File: config.mk
export PLATFORM = sky130hd
export DESIGN_NAME = write_track
export DESIGN_NICKNAME = d
export VERILOG_FILES = /design/src/rtl/sram_emu_pkg.sv /design/src/rtl/write_track.sv
export SDC_FILE = /design/constraint.sdc
export NUM_CORES = 1
export LEC_CHECK = 0
export ABC_AREA = 1
export BUFFER_PORTS_ARGS = -buffer_cell sky130_fd_sc_hd__buf_4
export CAP_MARGIN = 25
export CORE_MARGIN = 2
export CORE_UTILIZATION = 48
export CTS_BUF_LIST = sky130_fd_sc_hd__clkbuf_4 sky130_fd_sc_hd__clkbuf_8
export CTS_CLUSTER_DIAMETER = 80
export CTS_CLUSTER_SIZE = 25
export DETAILED_ROUTE_END_ITERATION = 8
export MAX_ROUTING_LAYER = met4
export PLACE_DENSITY_LB_ADDON = 0.12
export SETUP_SLACK_MARGIN = 0.1
export SLEW_MARGIN = 15
export SYNTH_ARGS = -nofsm -noshare
export SYNTH_HDL_FRONTEND = slang
export SYNTH_SLANG_ARGS = --single-unit
File: constraint.sdc
create_clock -name clk -period 3.2 [get_ports clk]
set_input_delay 0.16 -clock clk [delete_from_list [all_inputs] [get_ports clk]]
set_output_delay 0.16 -clock clk [all_outputs]
set_load 0.03 [all_outputs]
File: src/rtl/sram_emu_pkg.sv
package sram_emu_pkg;

    localparam int LANES = 2;

    typedef enum logic [2:0] {
        ST_STANDBY,
        ST_DESEL,
        ST_OUTOFF,
        ST_READ,
        ST_WRITE,
        ST_WRITE_Z,
        ST_MUTE
    } emu_state_t;

endpackage

File: src/rtl/write_track.sv
module write_track
    import sram_emu_pkg::*;
#(
    parameter int ADDR_W = 10,
    parameter int LANE_W = 8
) (
    input  logic                    clk,
    input  logic                    rst_n,
    input  logic                    cs_n,
    input  logic                    we_n,
    input  logic [LANES-1:0]        be_n,
    input  logic [ADDR_W-1:0]       addr,
    input  logic [LANES*LANE_W-1:0] din,
    output logic                    wr_now,
    output logic [LANES-1:0]        commit,
    output logic [ADDR_W-1:0]       wr_addr,
    output logic [LANES*LANE_W-1:0] wr_data,
    output logic                    proto_err
);

    localparam int DATA_W = LANES * LANE_W;

    logic [LANES-1:0]  lane_now;
    logic [LANES-1:0]  lane_was;
    logic [DATA_W-1:0] din_was;
    logic [ADDR_W-1:0] held_addr;
    logic              wr_was;
    logic              wr_start;

    // A lane is writing while select, strobe and its own enable are low.
    assign lane_now = {LANES{~cs_n & ~we_n}} & ~be_n;
    assign wr_now   = |lane_now;
    assign wr_was   = |lane_was;
    assign wr_start = wr_now & ~wr_was;

    // First trailing strobe ends the lane; simultaneous rises give one edge.
    assign commit  = lane_was & ~lane_now;
    assign wr_addr = held_addr;
    assign wr_data = din_was;

    always_ff @(posedge clk or negedge rst_n) begin
        if (!rst_n) begin
            lane_was <= '0;
            din_was  <= '0;
        end else begin
            lane_was <= lane_now;
            din_was  <= din;
        end
    end

    always_ff @(posedge clk or negedge rst_n) begin
        if (!rst_n) begin
            held_addr <= '0;
            proto_err <= 1'b0;
        end else if (wr_start) begin
            held_addr <= addr;
            proto_err <= 1'b0;
        end else if (wr_now && (addr != held_addr)) begin
            proto_err <= 1'b1;
        end
    end

endmodule

# --- Yosys cells after proc, flatten, opt, wreduce, memory -nomap -nowiden ---
# Cells that the tools add are included.
totals:
  word_cells: 20
  inputBits: 32
  register_bits: 29
op_classes:
  reduce_logical: 4
  n_bitwise: 9
  mux: 2
  n_eq_ne: 1
ops:
  columns: ["operator", "count"]
  rows:
  - ["10-bit inequality test", 1]
  - ["2-bit bitwise AND", 2]
  - ["2-bit inverter", 2]
  - ["2-bit OR reduction", 2]
  - ["1-bit inverter", 3]
  - ["1-bit bitwise AND", 2]
  - ["1-bit 2-to-1 mux", 2]
  - ["2-bit nonzero test", 1]
  - ["1-bit logical AND", 1]

# --- Longest topological paths before layout ---
# Gate-level depths: netlist of run 1.
depth:
  depth_word: 7
  depth_mapped: 8

# --- Worst setup path before layout of run 1 ---
# Ideal clock, no wire load.
synth_timing:
  path_kind: "flip-flop to flip-flop"
  from: "reg held_addr[0] (netlist: wr_addr[0])"
  to: "reg proto_err"
  synth_period_minus_slack_ns: 1.107
  path_stages_with_launch: 7
  setup_slack_ns: 2.093
  setup_time_ns: 0.121
  path_buffers: 0
  arrival_time_ns: 0.986
  path_cell_list: "dfrtp_1 > xnor2_1 > nand2_1 > nor2_1 > nand3_1 > nand2_1 > a21oi_1"
synth_via:
  elab_chain_cells: 3
synth_lines:
  columns: ["item", "line", "text"]
  rows:
  - ["start: declaration", "write_track.sv:26", "logic [ADDR_W-1:0] held_addr;"]
  - ["start signal: assignment", "write_track.sv:56", "held_addr <= addr;"]
  - ["10-bit inequality test", "write_track.sv:58", "end else if (wr_now && (addr != held_addr)) begin"]
  - ["1-bit logical AND", "write_track.sv:58", null]
  - ["2-bit nonzero test (no source line)", null, null]
  - ["end signal: assignment", "write_track.sv:54", "proto_err <= 1'b0;"]
  - ["end signal: assignment", "write_track.sv:57", "proto_err <= 1'b0;"]
  - ["end signal: assignment", "write_track.sv:59", "proto_err <= 1'b1;"]
  - ["end: declaration", "write_track.sv:18", "output logic proto_err"]
# Every way passes these cells.
# A chain may end at the register's enable or synchronous reset.

# --- Worst setup path after layout of run 1 ---
layout_timing:
  from: "in be_n[0]"
  to: "reg held_addr[3] (netlist: wr_addr[3])"
layout_via:
  elab_chain_cells: 4
layout_lines:
  columns: ["item", "line", "text"]
  rows:
  - ["start: declaration", "write_track.sv:11", "input logic [LANES-1:0] be_n,"]
  - ["2-bit inverter", "write_track.sv:31", "assign lane_now = {LANES{~cs_n & ~we_n}} & ~be_n;"]
  - ["2-bit bitwise AND", "write_track.sv:31", null]
  - ["net lane_now[0]", "write_track.sv:23", "logic [LANES-1:0] lane_now;"]
  - ["2-bit OR reduction", "write_track.sv:32", "assign wr_now = |lane_now;"]
  - ["1-bit bitwise AND", "write_track.sv:34", "assign wr_start = wr_now & ~wr_was;"]
# The timed path passes the listed nets, and every way through them passes these cells.

==> impl_summary.md, run 1 <==
Outcome
The flow ran to the end, and the final reports show no timing, DRC or antenna violations.

CTS
The H-tree generated during clock tree synthesis spans 2 levels. The number of clock sinks is 29. The CTS tree is built. The clock latency reported for the late side of the worst-skew pair is 340 ps. The post-CTS clock slew at the launch and capture registers of the worst setup and hold paths is 100 ps. The maximum clock path buffer count is 2. The number of resized instances in the post-cts repair step is 0. The number of buffers created by CTS is 5.

The root buffer cell is clkbuf_4.

Die
The die outline height is 51.6 µm. The total area inside the core boundary comes to 2170 µm². The I/O pin count is 62. The width of the die is 51.6 µm. The initial utilization of the core area, before any placement, comes to 50.2%. The floorplan step defined a die boundary enclosing 2660 µm². After floorplanning, the core was divided into 17 placement rows.

Power and ir drop
Net switching is 31.5% of the power. IR analysis of the VDD net gives a maximum drop of 0.467 mV. The relative contribution of sequential cells to total power is 41.5%. The power dissipated by switching net loads is 0.332 mW. Combinational logic is responsible for 27.4% of the overall power.

Summed over all cells, the static leakage comes to 0.977 nW. The total power density per cell area is 570 nW/µm². The internal power component is 0.722 mW.

The share of total power dissipated in the clock network is 31.2%.

Synth
The number of distinct library cell variants in the gate-level netlist after synthesis is 15. The synthesized cell area is 1090 µm². After synthesis, the cell types taking the most area are dfrtp_1, nand2_1, inv_1. In this run the biggest area consumer among cell types represents 66.7% of the synthesized area. The simple logic cell fraction of the synthesized area is 20.3%. After synthesis, the largest family of logic cells by area is simple AND/OR/NAND/NOR gates. The cell count after synthesis came out at 105.

The flop and latch count out of synthesis is 29. The portion of synthesized area spent on multiplexers is 0%. Summing the areas of all compound-gate instances in the mapped netlist gives 2.30% of the synthesized area. The adder-cell share of the synthesized area is 0%.

The most common cell in the synthesized netlist is nand2_1. The dominant cell type by area after synthesis is dfrtp_1. The post-synth net total is 137. Sorting the synthesized cells by how often they occur yields nand2_1, dfrtp_1, inv_1, nor2_1, xnor2_1. The async set or reset register ratio after synthesis is 100%. Of the total synthesized cell area, the portion taken by XOR and XNOR cells is 4.83%. The fraction of the yosys area taken by sequential cells is 66.7%. The average size of a mapped cell is 10.4 µm². The total of warnings raised by yosys is 0.

The number of synthesized flops with an enable pin is 0. The most used flip-flop cell after synthesis is dfrtp_1.

Timing
The accumulated negative setup slack is 0 ps. The routed design could run at a clock period as short as 1610 ps. At the pin with the least slew margin, the transition time is 558 ps. The total count of max-transition violations in the final report is 0.

The highest clock frequency the design can meet is 620 MHz. The hold violation count in the final report is 0. The fraction of the cycle the final worst path needs is 50.4%.

Setup repair after global routing left no endpoint under its margin. The worst setup skew after layout is 16.4 ps. Setup violations remaining at the end of the flow were counted as 0. Headroom to the max-slew limit came out at 62.7%.

Placed design
Port buffering added 61 buffers. At the end of routability-driven placement, the weighted congestion stood at 0.680. The instance area after placement is 1570 µm². The detailed placement HPWL is 1.76 mm.

GRT
Entering global routing, the biggest net connects 30 pins. The total track usage is 29.5%. The number of global-route vias before repair was 1137.

The remaining global-route overflow is 0. The initial antenna violation count is 0. The first global-routing pass estimated 5.11 mm of wire.

Setup path
The critical path is of the primary input to flop type. The element type at the critical path start is a primary input. The maximum fanout count along the critical path is 16.

The cell with the biggest individual delay on the critical path is dlygate4sd3_1. The arrival time of data at the critical path endpoint is 1840 ps. The register-to-register path setup slack is 1820 ps.

Together, buffers and inverters on the worst path number 3. The signal on the critical path passes through dlygate4sd3_1, buf_4, nor2_4, nor2_2, nor3_4, inv_2, nand2_1, nand2_1. The largest single stage delay on the critical path is 560 ps. STA classifies the critical path endpoint as a flop.

Broken down by cell family, the worst path's largest delay share belongs to buffers and inverters. At the worst endpoint, the required time is 3430 ps. The most frequent cell on the critical path is nand2_1.

Routing
Using the TritonRoute via totals, the vias-per-cell ratio works out to 4.84. The DRC marker count from the first detailed-route iteration is 13. The average wire per standard cell is 14.9 µm. The count of TritonRoute iterations in the first routing pass is 7. The final antenna-violating net count is 0. The via count is 1065. The detailed-route DRC error count is 0.

The detailed-route wire length is 3.28 mm.

Cells and area
The area of the multi-input gates is 299 µm². In the final layout, the share of cells above drive strength 1 is 39.6%. At the end of the flow, the number of nets in the layout was 223.

The area growth from synthesis to layout is 69.9%. The antenna diode instance count is 0. The area taken by flip-flops and latches is 726 µm².

Summing all non-filler instances in the final layout gives an area of 1850 µm². Cells fill 85.2% of the core in the end. The final-layout fill cell count is 114.

Flow run
The number of maximum-capacitance constraint violations is 0.

Worst hold path
The path class of the tightest hold or removal check is primary input to flop.
-- layout by cell type, fill, tap and decap left out, types with 2 or more instances in the layout --
cell	count
buf_4	61
nand2_1	39
dfrtp_1	29
dlygate4sd3_1	19
inv_1	12
clkbuf_4	6
nor2_1	5
xnor2_1	4
nor2_2	2
inv_2	2
nor2_4	2
o21ai_1	2
o21ai_0	2
xor2_1	2
-- stage by stage --
step / setup slack, ps / std cells / power, mW / hold WS [ps]
final: 1590 / 220 / 1.05 / 38.5
after global routing: 1510 / 220 / 1.10 / 41.1
after CTS: 1690 / 220 / 1.04 / 35.6
after detailed placement: 1730 / 193 / 0.703 / 100
after global placement: 1770 / 193 / 0.696 / 94.8
after floorplan: 2090 / 105 / 0.584 / -136
-- final cells by class --
type                    instances  share of cell area, %
flip-flops and latches         29                   39.2
inverters                      14                   2.84
multi-input cells              61                   16.2
well taps                      28                   1.89
repair buffers                 80                   35.0
clock buffers                   7                   3.18
clock inverters                 1                   1.62
-- kinds of logic after synthesis --
logic type / Yosys count
AND/OR/NAND/NOR: 50
XOR/XNOR: 6
buffers and inverters: 15
flip-flops: 29
AO/OA/AOI/OAI: 5
-- flip-flops by register name, indices dropped and copies added, names as in the netlist --
register	cells
wr_data	16
wr_addr	10
lane_was	2
proto_err	1
-- worst min-delay path: cells and delay by family --
| kind | cells | cell delay (ps) |
|---|---|---|
| buffers and inverters | 1 | 90 |
| and+or+nand+nor | 2 | 90 |
-- layer usage --
layer  track usage (%)  vias up  part of all wire (%)
met5                 -        -                     0
met4              22.8        0                   6.2
met3              12.4       24                   8.8
met2              44.9       64                    49
met1              30.2      494                    36
li1                  -      483                     -
-- path summary, 6_finish.rpt --
| kind | cells after the start | from | end |
|---|---|---|---|
| worst max-delay path | 8 | be_n[0] | wr_addr[3] |
| worst min-delay path | 3 | addr[2] | wr_addr[2] |
| worst max register to register | 4 | lane_was[0] | wr_addr[3] |
| worst min register to register | 2 | proto_err | proto_err |
| max in group asynchronous | 2 | rst_n | wr_addr[7] |
| min in group asynchronous | 2 | rst_n | wr_addr[4] |
-- repair_timing --
action | in CTS | in global routing
hold buffers | 19 | 0
buffers inserted | 0 | 0
hold endpoints to repair | 47 | 0
-- power groups by stage --
stage	Clock, mW	Sequential [mW]	Combinational, mW
floorplan	0	0.515	0.0695
finish	0.329	0.437	0.288
global route	0.348	0.440	0.311
global placement	0	0.439	0.257
detailed placement	0	0.441	0.263
CTS	0.325	0.434	0.282
No activity file was read; power rests on OpenSTA's default activity.
==> run 2, diff against run 1 <==
- CORE_UTILIZATION: 48 -> 44
- clock period: 3.2 -> 1.5 ns (I/O delays scaled with it)
==> run 2 against run 1 <==
Clock power is 39% higher. Count of clock-buffer cells in the layout is 2 lower. Via count is 2.9% lower. Cell area is 5.2% higher. Sequential power is 110% higher. Utilization is 4.5 points lower. Flip-flop and latch count stayed put. Worst hold slack worse by 16 ps. Sequential share of layout area is 1.9 points lower. Combinational power is 120% higher. Critical endpoint is now wr_addr[1].
==> impl_summary.md, run 2 (synthesis results as in run 1) <==
Setup path
STA puts the critical path data arrival time at 1580 ps. Counting both buffers and inverters, the worst setup path holds a total of 4. The largest delay contributor family on the critical path is buffers and inverters.

In this run the worst path has a maximum fanout of 10. The element type at the critical path start is a primary input. The critical path goes through dlygate4sd3_1, buf_4, nor2_4, nor2_2, nor3_4, buf_12, buf_4, nand2_1, o21ai_1. The worst setup path is captured at a flop. The kind of critical path is primary input to flop. In this design, the critical path's most frequently occurring cell is buf_4. For this design, the slowest cell found on the critical path is dlygate4sd3_1. The critical path data required time is 1760 ps. The largest incremental delay on the critical path is 550 ps.

Cells and area
In the final layout, the multi-input gates occupy 299 µm². 0 antenna diodes ended up in the layout. The net count reported at finish is 235. The top cell types in the final layout, fill and taps aside, are buf_4, nand2_1, dlygate4sd3_1, dfrtp_1, inv_1. Cells with a size suffix above 1 make up 38.2% of the layout. Across the whole layout, storage elements account for 726 µm². Counting the fill cells in the layout gives 143. The flip-flop count of the largest register, all copies and words added is 16.

The layout overhead on the synthesized area is 78.7%. The share of the core filled with cells in the final layout is 80.7%. The library cell used most frequently in the layout, excluding fill and tap cells, is buf_4.

Timing
Measured against its own limit, the worst slew margin works out to 76.7%. The highest clock frequency the design can meet is 758 MHz. For the pin with the worst max-slew slack, the measured transition is 349 ps. For the final database, setup skew stands at 4.33 ps. The smallest clock period supported by the final layout is computed as 1320 ps. Setup repair after global routing left no endpoint under its margin. The accumulated negative setup slack is 0 ps.

Setup violations remaining at the end of the flow were counted as 0. The hold violation count in the final report was 0. The fraction of the cycle the final worst path needs is 88.0%. The total count of max-transition violations in the final report came to 0.

CTS
The later pin in the worst-skew pair is clocked with a latency of 330 ps. Counting along the longest clock path gives a buffer depth of 2. The number of clock sinks is 29. The number of resized instances in the post-cts repair step is 0. In this run the number of H-tree levels came out at 2. The CTS tree is built. Clock-pin slew was measured on the worst setup and hold paths at 100 ps.

The root buffer cell is clkbuf_4. The number of buffers created by CTS is 5.

Worst hold path
The type of the tightest min-delay check is primary input to flop.

Placed design
In this run the tool buffered the top-level ports with 61 buffer cells. Detailed placement ended at an HPWL of 1.67 mm. The routability congestion estimate from global placement is 0.667.

GRT
The global-route wire length before repair is 4.26 mm. Entering global routing, the biggest net connects 30 pins. The remaining global-route overflow is 0.

The number of global-route vias before repair was 1053. Global routing used 22.4% of the available tracks across all layers. The initial antenna violation count was 0.

Routing
The DRC marker count from the first detailed-route iteration is 5. The count of nets left with antenna violations once routing finished came out at 0. The vias per cell is 4.42. The first detailed-routing pass ran for 4 iterations.

The detailed-route wire length is 2.74 mm. The average wire per standard cell is 11.7 µm. The detailed router placed 1034 vias in this run. The detailed-route DRC error count is 0.

Die
In this run the horizontal extent of the chip is 53.7 µm. The floorplan has 18 rows. The die outline height is 53.7 µm. The starting density of the core is 45.2%. After floorplanning, the core was sized to cover 2410 µm². The I/O pin count is 62.

The floorplan die area is 2890 µm².

Power and ir drop
For this design the static power due to leakage is 1.02 nW. The total power density per cell area is 1030 nW/µm². VDD sags by at most 0.846 mV.

Outcome
The flow ran to the end, and the final reports show no timing, DRC or antenna violations.

Flow run
The number of maximum-capacitance constraint violations is 0.
run 2: cell types whose count changed in the layout (fill, tap and decap cells not counted), sizes merged:
cell         change
clkinv           +2
clkinvlp         +1
dlygate4sd3     +10
clkbuf           -2
buf              +2
bufinv           -1
run 2: metal layers:
| metal | wire [µm] | up-vias | global-route usage (%) |
|---|---|---|---|
| met5 | 0 | - | - |
| met4 | 52 | 0 | 8.55 |
| met3 | 223 | 7 | 9.44 |
| met2 | 1470 | 44 | 37.8 |
| met1 | 998 | 475 | 22.9 |
| li1 | - | 508 | - |
run 2: report_power, final:
part | switching, mW | internal [mW]
clock | 0.281 | 0.176
combinational | 0.345 | 0.286
sequential | 0.0617 | 0.864
run 2: layout make-up:
type	count	share of cell area, %
flip-flops and latches	29	37.3
inverters	14	2.70
clock buffers	5	1.93
clock inverters	3	0.900
repair buffers	92	39.9
multi-input cells	61	15.4
well taps	30	1.93
run 2: timing repair:
| item | CTS | global route |
|---|---|---|
| setup buffers | 0 | 1 |
| setup endpoints to repair | 0 | 7 |
| hold endpoints to repair | 57 | 0 |
| hold buffers | 29 | 0 |
run 2: final timing paths:
kind | start | endpoint | slack (ps) | cells past startpoint
setup / recovery | be_n[1] | wr_addr[1] | 180 | 9
hold / removal | we_n | lane_was[1] | 20 | 4
setup reg to reg | lane_was[1] | wr_addr[1] | 380 | 5
hold reg to reg | proto_err | proto_err | 530 | 2
max in group asynchronous | rst_n | wr_data[3] | 1050 | 2
min in group asynchronous | rst_n | wr_addr[7] | 180 | 2
run 2: stage by stage:
stage	area [µm²]	total power, mW	hold WS, ps	setup WS, ps	instances
floorplan	1090	1.25	-221	393	105
global placement	1580	1.49	12.3	271	196
detailed placement	1580	1.50	13.7	201	196
CTS	1930	2.02	6.33	130	233
global route	1950	2.12	18.7	108	234
finish	1950	2.01	22.2	180	234
run 2: worst min-delay path: stages:
cell and delay, ps:
buf_4 80, nor2_2 30, inv_2 80, nor2_4 40
